### config.mk
export PLATFORM = sky130hd
export DESIGN_NAME = rxim_ctrl
export DESIGN_NICKNAME = d
export VERILOG_FILES = /design/src/rtl/rxim_pkg.sv /design/src/rtl/rxim_tick_gen.sv /design/src/rtl/rxim_countdown.sv /design/src/rtl/rxim_irq_regs.sv /design/src/rtl/rxim_ctrl.sv
export SDC_FILE = /design/constraint.sdc
export NUM_CORES = 1
export LEC_CHECK = 0
export BUFFER_PORTS_ARGS = -buffer_cell sky130_fd_sc_hd__buf_2
export CAP_MARGIN = 10
export CORE_ASPECT_RATIO = 1.75
export CORE_MARGIN = 1.5
export CORE_UTILIZATION = 35
export CTS_CLUSTER_SIZE = 24
export DETAILED_ROUTE_END_ITERATION = 8
export SLEW_MARGIN = 20
export SYNTH_ARGS = -nofsm -noshare
export SYNTH_HDL_FRONTEND = slang
export SYNTH_SLANG_ARGS = --single-unit
### constraint.sdc
create_clock -name clk_i -period 7.2 [get_ports clk_i]
set_input_delay 1.44 -clock clk_i [delete_from_list [all_inputs] [get_ports clk_i]]
set_output_delay 1.44 -clock clk_i [all_outputs]
set_load 0.005 [all_outputs]
### src/rtl/rxim_pkg.sv
package rxim_pkg;
  localparam int STAT_W = 16;

  localparam int B_LATCH  = 0;
  localparam int B_HOST   = 1;
  localparam int B_TXDONE = 2;
  localparam int B_TXDMA  = 3;
  localparam int B_RXDMA  = 4;
  localparam int B_STATS  = 5;
  localparam int B_SOFT   = 6;

  localparam logic [STAT_W-1:0] CAUSE_MASK = 16'h007E;

  typedef enum logic [2:0] {
    A_STATUS = 3'd0,
    A_ACK    = 3'd1,
    A_MASK   = 3'd2,
    A_COUNT  = 3'd3,
    A_RATE   = 3'd4
  } reg_addr_e;

  function automatic int unsigned usecs_to_ticks(input int unsigned us);
    return (us * 10) / 32;
  endfunction
endpackage

### src/rtl/rxim_tick_gen.sv
module rxim_tick_gen #(
  parameter int BASE_DIV = 320,
  parameter int RATE_W   = 2
) (
  input  logic              clk_i,
  input  logic              rst_ni,
  input  logic [RATE_W-1:0] rate_i,
  input  logic              restart_i,
  output logic              tick_o
);
  localparam int MAX_DIV = BASE_DIV * (2 ** ((2 ** RATE_W) - 1));
  localparam int DIV_W   = $clog2(MAX_DIV + 1);

  logic [DIV_W-1:0] div_q;
  logic [DIV_W-1:0] period;

  assign period = DIV_W'(BASE_DIV) << rate_i;
  // >= keeps the divider safe when the rate shrinks mid-period
  assign tick_o = (div_q >= period - DIV_W'(1));

  always_ff @(posedge clk_i or negedge rst_ni) begin
    if (!rst_ni)        div_q <= '0;
    else if (restart_i) div_q <= '0;
    else if (tick_o)    div_q <= '0;
    else                div_q <= div_q + DIV_W'(1);
  end
endmodule

### src/rtl/rxim_countdown.sv
module rxim_countdown #(
  parameter int CNT_W = 16
) (
  input  logic             clk_i,
  input  logic             rst_ni,
  input  logic             load_i,
  input  logic [CNT_W-1:0] load_val_i,
  input  logic             tick_i,
  output logic [CNT_W-1:0] cnt_o,
  output logic             expire_o
);
  logic [CNT_W-1:0] cnt_q;

  assign cnt_o    = cnt_q;
  assign expire_o = tick_i && !load_i && (cnt_q == CNT_W'(1));

  always_ff @(posedge clk_i or negedge rst_ni) begin
    if (!rst_ni)                          cnt_q <= '0;
    else if (load_i)                      cnt_q <= load_val_i;
    else if (tick_i && cnt_q != '0)       cnt_q <= cnt_q - CNT_W'(1);
  end
endmodule

### src/rtl/rxim_irq_regs.sv
module rxim_irq_regs
  import rxim_pkg::*;
(
  input  logic              clk_i,
  input  logic              rst_ni,
  input  logic [STAT_W-1:0] set_i,
  input  logic              w1c_i,
  input  logic              ack_i,
  input  logic              mask_wr_i,
  input  logic [STAT_W-1:0] wdata_i,
  output logic [STAT_W-1:0] status_o,
  output logic [STAT_W-1:0] mask_o,
  output logic              irq_o
);
  logic [STAT_W-1:0] status_q, mask_q, clr, status_d;

  always_comb begin
    clr = '0;
    if (w1c_i)      clr = wdata_i;
    else if (ack_i) clr = '1;
    // set after clear: a same-edge event survives
    status_d = ((status_q & ~clr) | set_i) & CAUSE_MASK;
  end

  always_ff @(posedge clk_i or negedge rst_ni) begin
    if (!rst_ni) begin
      status_q <= '0;
      mask_q   <= '0;
    end else begin
      status_q <= status_d;
      if (mask_wr_i)  mask_q <= wdata_i & CAUSE_MASK;
      else if (ack_i) mask_q <= '0;
    end
  end

  assign status_o = status_q;
  assign mask_o   = mask_q;
  assign irq_o    = |(status_q & mask_q);
endmodule

### src/rtl/rxim_ctrl.sv
module rxim_ctrl
  import rxim_pkg::*;
#(
  parameter int CLK_FREQ_HZ = 100_000_000,
  parameter int CNT_W       = 16,
  parameter int RATE_W      = 2
) (
  input  logic              clk_i,
  input  logic              rst_ni,
  input  logic              wr_en_i,
  input  logic              rd_en_i,
  input  logic [2:0]        addr_i,
  input  logic [STAT_W-1:0] wdata_i,
  output logic [STAT_W-1:0] rdata_o,
  input  logic              rx_dma_done_i,
  input  logic              tx_dma_done_i,
  input  logic              tx_done_i,
  input  logic              stats_oflow_i,
  input  logic              host_err_i,
  output logic              irq_o
);
  // clock cycles per 3.2 us tick
  localparam int BASE_DIV = ((CLK_FREQ_HZ / 1000) * 32) / 10000;

  logic              wr_status, wr_mask, wr_count, wr_rate, ack;
  logic [RATE_W-1:0] rate_q;
  logic              tick, expire;
  logic [CNT_W-1:0]  cnt_q;
  logic [STAT_W-1:0] set_vec, status_q, mask_q;

  assign wr_status = wr_en_i && (addr_i == A_STATUS);
  assign wr_mask   = wr_en_i && (addr_i == A_MASK);
  assign wr_count  = wr_en_i && (addr_i == A_COUNT);
  assign wr_rate   = wr_en_i && (addr_i == A_RATE);
  assign ack       = rd_en_i && !wr_en_i && (addr_i == A_ACK);

  always_ff @(posedge clk_i or negedge rst_ni) begin
    if (!rst_ni)      rate_q <= '0;
    else if (wr_rate) rate_q <= wdata_i[RATE_W-1:0];
  end

  rxim_tick_gen #(.BASE_DIV(BASE_DIV), .RATE_W(RATE_W)) u_tick (
    .clk_i     (clk_i),
    .rst_ni    (rst_ni),
    .rate_i    (rate_q),
    .restart_i (wr_count),
    .tick_o    (tick)
  );

  rxim_countdown #(.CNT_W(CNT_W)) u_cnt (
    .clk_i      (clk_i),
    .rst_ni     (rst_ni),
    .load_i     (wr_count),
    .load_val_i (wdata_i[CNT_W-1:0]),
    .tick_i     (tick),
    .cnt_o      (cnt_q),
    .expire_o   (expire)
  );

  always_comb begin
    set_vec           = '0;
    set_vec[B_HOST]   = host_err_i;
    set_vec[B_TXDONE] = tx_done_i;
    set_vec[B_TXDMA]  = tx_dma_done_i;
    set_vec[B_RXDMA]  = rx_dma_done_i;
    set_vec[B_STATS]  = stats_oflow_i;
    set_vec[B_SOFT]   = expire;
  end

  rxim_irq_regs u_regs (
    .clk_i     (clk_i),
    .rst_ni    (rst_ni),
    .set_i     (set_vec),
    .w1c_i     (wr_status),
    .ack_i     (ack),
    .mask_wr_i (wr_mask),
    .wdata_i   (wdata_i),
    .status_o  (status_q),
    .mask_o    (mask_q),
    .irq_o     (irq_o)
  );

  always_comb begin
    case (reg_addr_e'(addr_i))
      A_STATUS, A_ACK: rdata_o = {status_q[STAT_W-1:1], irq_o};
      A_MASK:          rdata_o = mask_q;
      A_COUNT:         rdata_o = STAT_W'(cnt_q);
      A_RATE:          rdata_o = STAT_W'(rate_q);
      default:         rdata_o = '0;
    endcase
  end
endmodule

==> results.ini, run 1 <==
[route]
drc_errors=0
wire_per_inst_um=15.86
drtIter0Drc=112
dr.pass1.iters=4
vias_per_cell=5.392
finalWirelength_um=6757
ant_nets=0
vias=2297

[logic_synthesis]
async_flop_share=1.000
synthTopCellsByArea=dfrtp_1, ha_1, nand2_1
ys_types=44
ys_seq_elements=42
synth_cells=300
yosysWarnings=0
synth.avg_cell_area_um2=8.629
ys.flop_type=dfrtp_1
synthesis.area_um2=2589
synth_edf_count=0
synth.top_cell.area_share=0.4060
ys_seq_area_frac=0.4060
synth_top_cell_by_area=dfrtp_1
syn_nets=343

[final_layout]
nets=382
final_cell_mix=buf_2, nand2_1, dfrtp_1, nor2_1, o21ai_0
fill_cells=741
drive_above_1_share=0.1912
diodes=0
multi_input_area_um2=1464
area_growth_pct=16.63
seqCellArea_um2=1051
utilization=0.4204
mostFrequentLayoutCell=buf_2

[sta]
rsz0062_at_grt=false
hold_viol_final=0
skew_ps=5.767
fin_tns_setup_ps=0
setup_viol=0
clock.fmax_mhz=250.3
whs_ps=491.8
min_period_ps=3995
slew_viol_final=0
finalCritPeriodShare=0.5549
max-slew-margin-rel=0.3459
tightest_slew_ps=981.1

[cts]
clock-root-buffer=clkbuf_16
post_cts.repair.setup_buffers=0
cts_sinks=42
insertion_delay_ps=290
cts_tree=done
h-tree-depth=2
cts_buffer_depth=2
ctsResizeCount=0
clk_pin_slew_ps=60
numCtsBuffers=5
hold_buffers=0

[grt]
grt_usage=0.1860
grt_max_degree=43
grt-ovfl-total=0
antenna_found_initial=0
grt_pass1_wl_um=11070
first_global_vias=2197

[floorplanning]
core.rowCount=41
die_w_um=68.01
start_util=0.3605
core_um2=7182
ioPinCount=45
die_y_um=116.8
die-area_um2=7942

[pwr]
ir_worst_vdd_mv=0.1303
p_per_area_nw_per_um2=230.7
power_leakage_nw=1.358

[min_path]
hp-class=reg -> reg

[worst_setup_path]
crit_family=simple AND/OR/NAND/NOR gates
cp_num_buf_inv=2
cp_max_fo=11
critPathRequiredTime_ps=5760
crit_type=in -> out
end_kind=output port
slowest_delay_ps=390
critical_path_arrival_ps=2560
start_kind=input port
path_cells=buf_2 > nand2_1 > nor2_1 > and2_1 > buf_2
cp_slowest_cell=nor2_1
timing.critical_path.mode_cell=buf_2

[placement]
hpwl_um=4934
io_buffers=44
gp_congestion=0.8320

[job]
cap_violations=0

[run_status]
outcome=completed

worst reg2reg max path, delay by kind of cell (launching register included):
family,cells,cell delay (ps)
and+or+nand+nor,2,890
DFF,1,430
AOI/OAI and AO/OA,4,760
xor gates and xnor gates,1,150
buffers and inverters,1,110
adders and majority gates,2,540
area by class of cell:
class	instances	area share
flip-flops and latches	42	0.3481
clock buffers	6	0.04269
multi-input cells	237	0.4849
clock inverters	2	0.004559
inverters	9	0.01119
repair buffers	44	0.07294
well taps	86	0.03564
metal layers:
metal / wire length [µm] / track usage
met5: 0 / 0
met1: 2892 / 0.2258
met3: 207 / 0.03250
met4: 145 / 0.07333
met2: 3511 / 0.3197
Yosys cell counts (all sizes together), types with 6 or more instances:
master,number
ha,15
nand2,44
o21ai,18
clkbuf,12
a211oi,6
nor2,38
xor2,9
a21oi,11
mux2i,6
nand3,12
nor3,8
xnor2,6
dfrtp,42
inv,9
and2,10
sequential cells by signal, indices dropped and copies added, names as in the netlist:
name             count
u_cnt.cnt_o         16
u_tick.div_q        12
u_regs.mask_o        6
u_regs.status_o      6
rate_q               2
power breakdown:
| part | switching (W) | internal (W) | leakage (nW) | total, W |
|---|---|---|---|---|
| Clock | 0.0000964 | 0.000129 | 0.0708 | 0.000225 |
| Combinational | 0.0000765 | 0.0000679 | 0.780 | 0.000144 |
| Sequential | 0.0000505 | 0.000277 | 0.507 | 0.000327 |
| Total | 0.000223 | 0.000473 | 1.36 | 0.000697 |
final timing paths:
check,cells after the start,startpoint,slack [ps],to
setup / recovery,5,addr_i[0],3200,rdata_o[14]
hold / removal,1,u_tick.div_q[0],490,u_tick.div_q[0]
setup reg to reg,10,rate_q[0],4260,u_cnt.cnt_o[11]
hold reg to reg,1,u_tick.div_q[0],490,u_tick.div_q[0]
max in group asynchronous,1,rst_ni,5280,u_tick.div_q[4]
min in group asynchronous,1,rst_ni,1310,u_regs.status_o[4]
through the flow:
| stage | total power [W] | instance area, µm² | instances | setup slack, ps |
|---|---|---|---|---|
| floorplan | 0.0004189 | 2589 | 300 | 3505 |
| global placement | 0.0004709 | 2872 | 418 | 3265 |
| detailed placement | 0.0004761 | 2872 | 418 | 3207 |
| CTS | 0.0007042 | 3014 | 426 | 3201 |
| global route | 0.0007410 | 3019 | 426 | 3021 |
| finish | 0.0006966 | 3019 | 426 | 3205 |
cell families after synthesis:
kind of cell / Yosys count / synth area share
flip-flops: 42 / 0.4060
XOR/XNOR: 15 / 0.05075
AO/OA/AOI/OAI: 59 / 0.1455
buffers and inverters: 21 / 0.03045
multiplexers: 7 / 0.02755
adder cells (fa/ha/maj): 15 / 0.07250
AND/OR/NAND/NOR: 141 / 0.2673
No activity file was read; power rests on OpenSTA's default activity.
==> run 2: changes to the inputs <==
==> constraint.sdc (replaced) <==
create_clock -name clk_i -period 4 [get_ports clk_i]
set_input_delay 0.8 -clock clk_i [delete_from_list [all_inputs] [get_ports clk_i]]
set_output_delay 0.8 -clock clk_i [all_outputs]
set_load 0.005 [all_outputs]
==> results.ini, run 2 (synthesis gave the netlist of run 1 again) <==
[run_status]
outcome=completed

[route]
ant_nets=0
finalWirelength_um=6765
wire_per_inst_um=15.84
drtIter0Drc=131
drc_errors=0
dr.pass1.iters=4
vias_per_cell=5.407
vias=2309

[cts]
insertion_delay_ps=280
cts_sinks=42
cts_buffer_depth=2
hold_buffers=0
h-tree-depth=2
ctsResizeCount=0
clk_pin_slew_ps=60
post_cts.repair.setup_buffers=0
clock-root-buffer=clkbuf_16
numCtsBuffers=5
cts_tree=done

[min_path]
holdPathStages=1
hp-class=reg -> reg

[sta]
clock.fmax_mhz=342.5
setup_viol=0
max-slew-margin-rel=0.3527
finalCritPeriodShare=0.7299
tightest_slew_ps=971.0
skew_ps=3.180
min_period_ps=2920
setup_slack_ps=1080
slew_viol_final=0
fin_tns_setup_ps=0
rsz0062_at_grt=false
hold_viol_final=0

[placement]
placed_area_um2=2879
gp_congestion=0.8504
io_buffers=44
hpwl_um=4956
place_ws_ps=1159

[pwr]
power_leakage_nw=1.390
p_clk_frac=0.388
p_int_w=0.0009962
swShare=0.2831
switching_power_w=0.0003934
ir_worst_vdd_mv=0.2624
share_comb_of_total_power=0.191
p_per_area_nw_per_um2=450.8
pwr-share-seq=0.422

[final_layout]
utilization=0.4293
final_area_um2=3083
final_cell_mix=buf_2, nand2_1, dfrtp_1, nor2_1, o21ai_0
largest_register_ffs=16
drive_above_1_share=0.1965
mostFrequentLayoutCell=buf_2
nets=383
multi_input_area_um2=1464
area_growth_pct=19.09
fill_cells=746
diodes=0
seqCellArea_um2=1051

[grt]
grt-ovfl-total=0
grt_max_degree=43
grt_usage=0.1883
first_global_vias=2290
grt_pass1_wl_um=11410
antenna_found_initial=0

[floorplanning]
die-area_um2=7942
ioPinCount=45
core_um2=7182
start_util=0.3605
core.rowCount=41
die_w_um=68.01
die_y_um=116.8

[worst_setup_path]
r2r_cells=10
critPathRequiredTime_ps=4200
crit_type=reg -> reg
critical_path_arrival_ps=3120
cp_max_fo=22
end_kind=register
start_kind=register

[job]
cap_violations=0

run 2: cell count changes in the layout (fill, tap and decap cells not counted):
cell       before  now
bufinv_16       0    2
buf_4           0    1
clkbuf_1        1    0
clkbuf_8        0    1
clkinv_2        1    0
clkinv_4        1    0
run 2: per-stage QoR:
stage | std cells | hold slack, ps | total power, W
after global placement | 419 | 473.6 | 0.0008515
final | 427 | 478.6 | 0.001390
after detailed placement | 419 | 477.7 | 0.0008577
after floorplan | 300 | 454.6 | 0.0007539
after global routing | 427 | 525.3 | 0.001481
after CTS | 427 | 485.6 | 0.001406
run 2: layout make-up:
cell class              count  share of cell area
clock buffers               6             0.04505
clock inverters             2             0.01948
inverters                   9             0.01096
multi-input cells         237              0.4748
flip-flops and latches     42              0.3409
well taps                  86             0.03490
repair buffers             45             0.07386
run 2: worst max-delay path, stage by stage (launching register included):
cell	delay [ps]
dfrtp_1	430
inv_1	110
ha_1	240
xor2_1	160
ha_1	300
a21o_1	110
a41oi_1	40
o221a_2	420
or4b_4	540
or3_1	310
a31oi_1	170
run 2: final timing paths:
kind | endpoint | slack, ps | from
hold / removal | u_tick.div_q[0] | 480 | u_tick.div_q[0]
setup / recovery | u_cnt.cnt_o[11] | 1080 | rate_q[0]
hold reg to reg | u_tick.div_q[0] | 480 | u_tick.div_q[0]
min in group asynchronous | u_regs.status_o[4] | 670 | rst_ni
max in group asynchronous | u_tick.div_q[3] | 2720 | rst_ni
setup reg to reg | u_cnt.cnt_o[11] | 1080 | rate_q[0]
run 2: layer usage:
| metal | GRT usage | vias up | part of all wire |
|---|---|---|---|
| met4 | 0.06533 | 0 | 0.022 |
| li1 | - | 1133 | - |
| met5 | 0 | - | 0 |
| met3 | 0.03059 | 11 | 0.037 |
| met1 | 0.2367 | 1108 | 0.42 |
| met2 | 0.3210 | 57 | 0.52 |
run 2: power by group through the flow:
stage / clock network (W) / registers (W) / logic (W)
5_1_grt: 0.000570 / 0.000602 / 0.000310
2_1_floorplan: 0 / 0.000568 / 0.000186
3_3_place_gp: 0 / 0.000592 / 0.000260
3_5_place_dp: 0 / 0.000593 / 0.000265
4_1_cts: 0.000550 / 0.000586 / 0.000270
6_report: 0.000539 / 0.000586 / 0.000265
==> run 3: changes to the inputs <==
==> constraint.sdc (replaced) <==
create_clock -name clk_i -period 2.9 [get_ports clk_i]
set_input_delay 0.58 -clock clk_i [delete_from_list [all_inputs] [get_ports clk_i]]
set_output_delay 0.58 -clock clk_i [all_outputs]
set_load 0.005 [all_outputs]
==> results.ini, run 3 (synthesis gave the netlist of run 1 again) <==
[worst_setup_path]
critPathRequiredTime_ps=3110
critical_path_arrival_ps=2900
start_kind=register
cp_max_fo=5
crit_type=reg -> reg
end_kind=register

[sta]
min_period_ps=2694
clock.fmax_mhz=371.2
tightest_slew_ps=980.9
hold_viol_final=0
fin_tns_setup_ps=0
slew_viol_final=0
max-slew-margin-rel=0.3461
rsz0062_at_grt=false
finalCritPeriodShare=0.9288
setup_viol=0
skew_ps=2.918

[grt]
antenna_found_initial=0
grt-ovfl-total=0
grt_max_degree=43
grt_pass1_wl_um=11320
first_global_vias=2350
grt_usage=0.1881

[cts]
numCtsBuffers=5
ctsResizeCount=0
cts_sinks=42
hold_buffers=0
insertion_delay_ps=290
cts_buffer_depth=2
h-tree-depth=2
clock-root-buffer=clkbuf_16
cts_tree=done
post_cts.repair.setup_buffers=0
clk_pin_slew_ps=60

[final_layout]
largest_register_ffs=16
drive_above_1_share=0.2006
utilization=0.4239
area_growth_pct=17.59
diodes=0
final_cell_mix=buf_2, nand2_1, dfrtp_1, nor2_1, o21ai_0
mostFrequentLayoutCell=buf_2
fill_cells=753
nets=387

[job]
cap_violations=0

[floorplanning]
die_w_um=68.01
core.rowCount=41
core_um2=7182
start_util=0.3605
ioPinCount=45
die_y_um=116.8
die-area_um2=7942

[route]
drc_errors=0
ant_nets=0
vias=2326
dr.pass1.iters=4
vias_per_cell=5.409
drtIter0Drc=138
wire_per_inst_um=15.69
finalWirelength_um=6747

[pwr]
power_leakage_nw=1.381
ir_worst_vdd_mv=0.2342
p_per_area_nw_per_um2=563.7

[placement]
io_buffers=44
hpwl_um=5012
gp_congestion=0.8191

[run_status]
outcome=completed

[min_path]
hp-class=in -> async

run 3: report_power, final:
part / switching [W] / internal (W)
Combinational: 0.000195 / 0.000172
Clock: 0.000229 / 0.000311
Sequential: 0.000122 / 0.000687
Total: 0.000546 / 0.00117
run 3: routing by layer:
| metal | wire (µm) | GRT usage | share of wire | vias to the layer above |
|---|---|---|---|---|
| li1 | - | - | - | 1144 |
| met1 | 2855 | 0.2368 | 0.42 | 1095 |
| met2 | 3307 | 0.3029 | 0.49 | 61 |
| met3 | 249 | 0.02294 | 0.037 | 26 |
| met4 | 334 | 0.1120 | 0.050 | 0 |
| met5 | 0 | 0 | 0 | - |
run 3: per-stage QoR:
stage / setup WS [ps] / cell area, µm² / hold WS [ps] / std cells / total power (W)
final: 206.3 / 3044 / 454.6 / 430 / 0.001716
after detailed placement: 193.4 / 2909 / 477.9 / 423 / 0.001187
after global routing: 26.71 / 3044 / 484.5 / 430 / 0.001832
after global placement: 308.1 / 2909 / 473.8 / 423 / 0.001176
after floorplan: 368.1 / 2589 / 284.4 / 300 / 0.001040
after CTS: 186.4 / 3044 / 473.3 / 430 / 0.001741
run 3: final cells by class:
type	instances	area, µm²	area share
multi-input combinational	237	1459	0.4792
clock buffer	5	125.1	0.04110
clock inverter	2	10.01	0.003288
timing repair buffer	49	257.7	0.08467
sequential	42	1051	0.3453
inverter	9	33.78	0.01110
tap	86	107.6	0.03535
run 3: worst paths after layout:
| path | startpoint | to | slack [ps] | cells past startpoint |
|---|---|---|---|---|
| setup / recovery | rate_q[0] | u_cnt.cnt_o[11] | 210 | 10 |
| hold / removal | rst_ni | u_regs.status_o[4] | 450 | 1 |
| setup reg to reg | rate_q[0] | u_cnt.cnt_o[11] | 210 | 10 |
| hold reg to reg | u_tick.div_q[0] | u_tick.div_q[0] | 490 | 1 |
| max in group asynchronous | rst_ni | u_tick.div_q[5] | 1840 | 1 |
| min in group clk_i | stats_oflow_i | u_regs.status_o[5] | 480 | 2 |
run 3: worst max-delay path: stages (launching register included):
cell and delay [ps]:
dfrtp_1 420, inv_1 100, ha_1 230, xor2_1 160, ha_1 300, a21o_1 110, a41oi_1 40, o221a_2 290
or4b_4 490, or3_1 310, a31oi_1 160
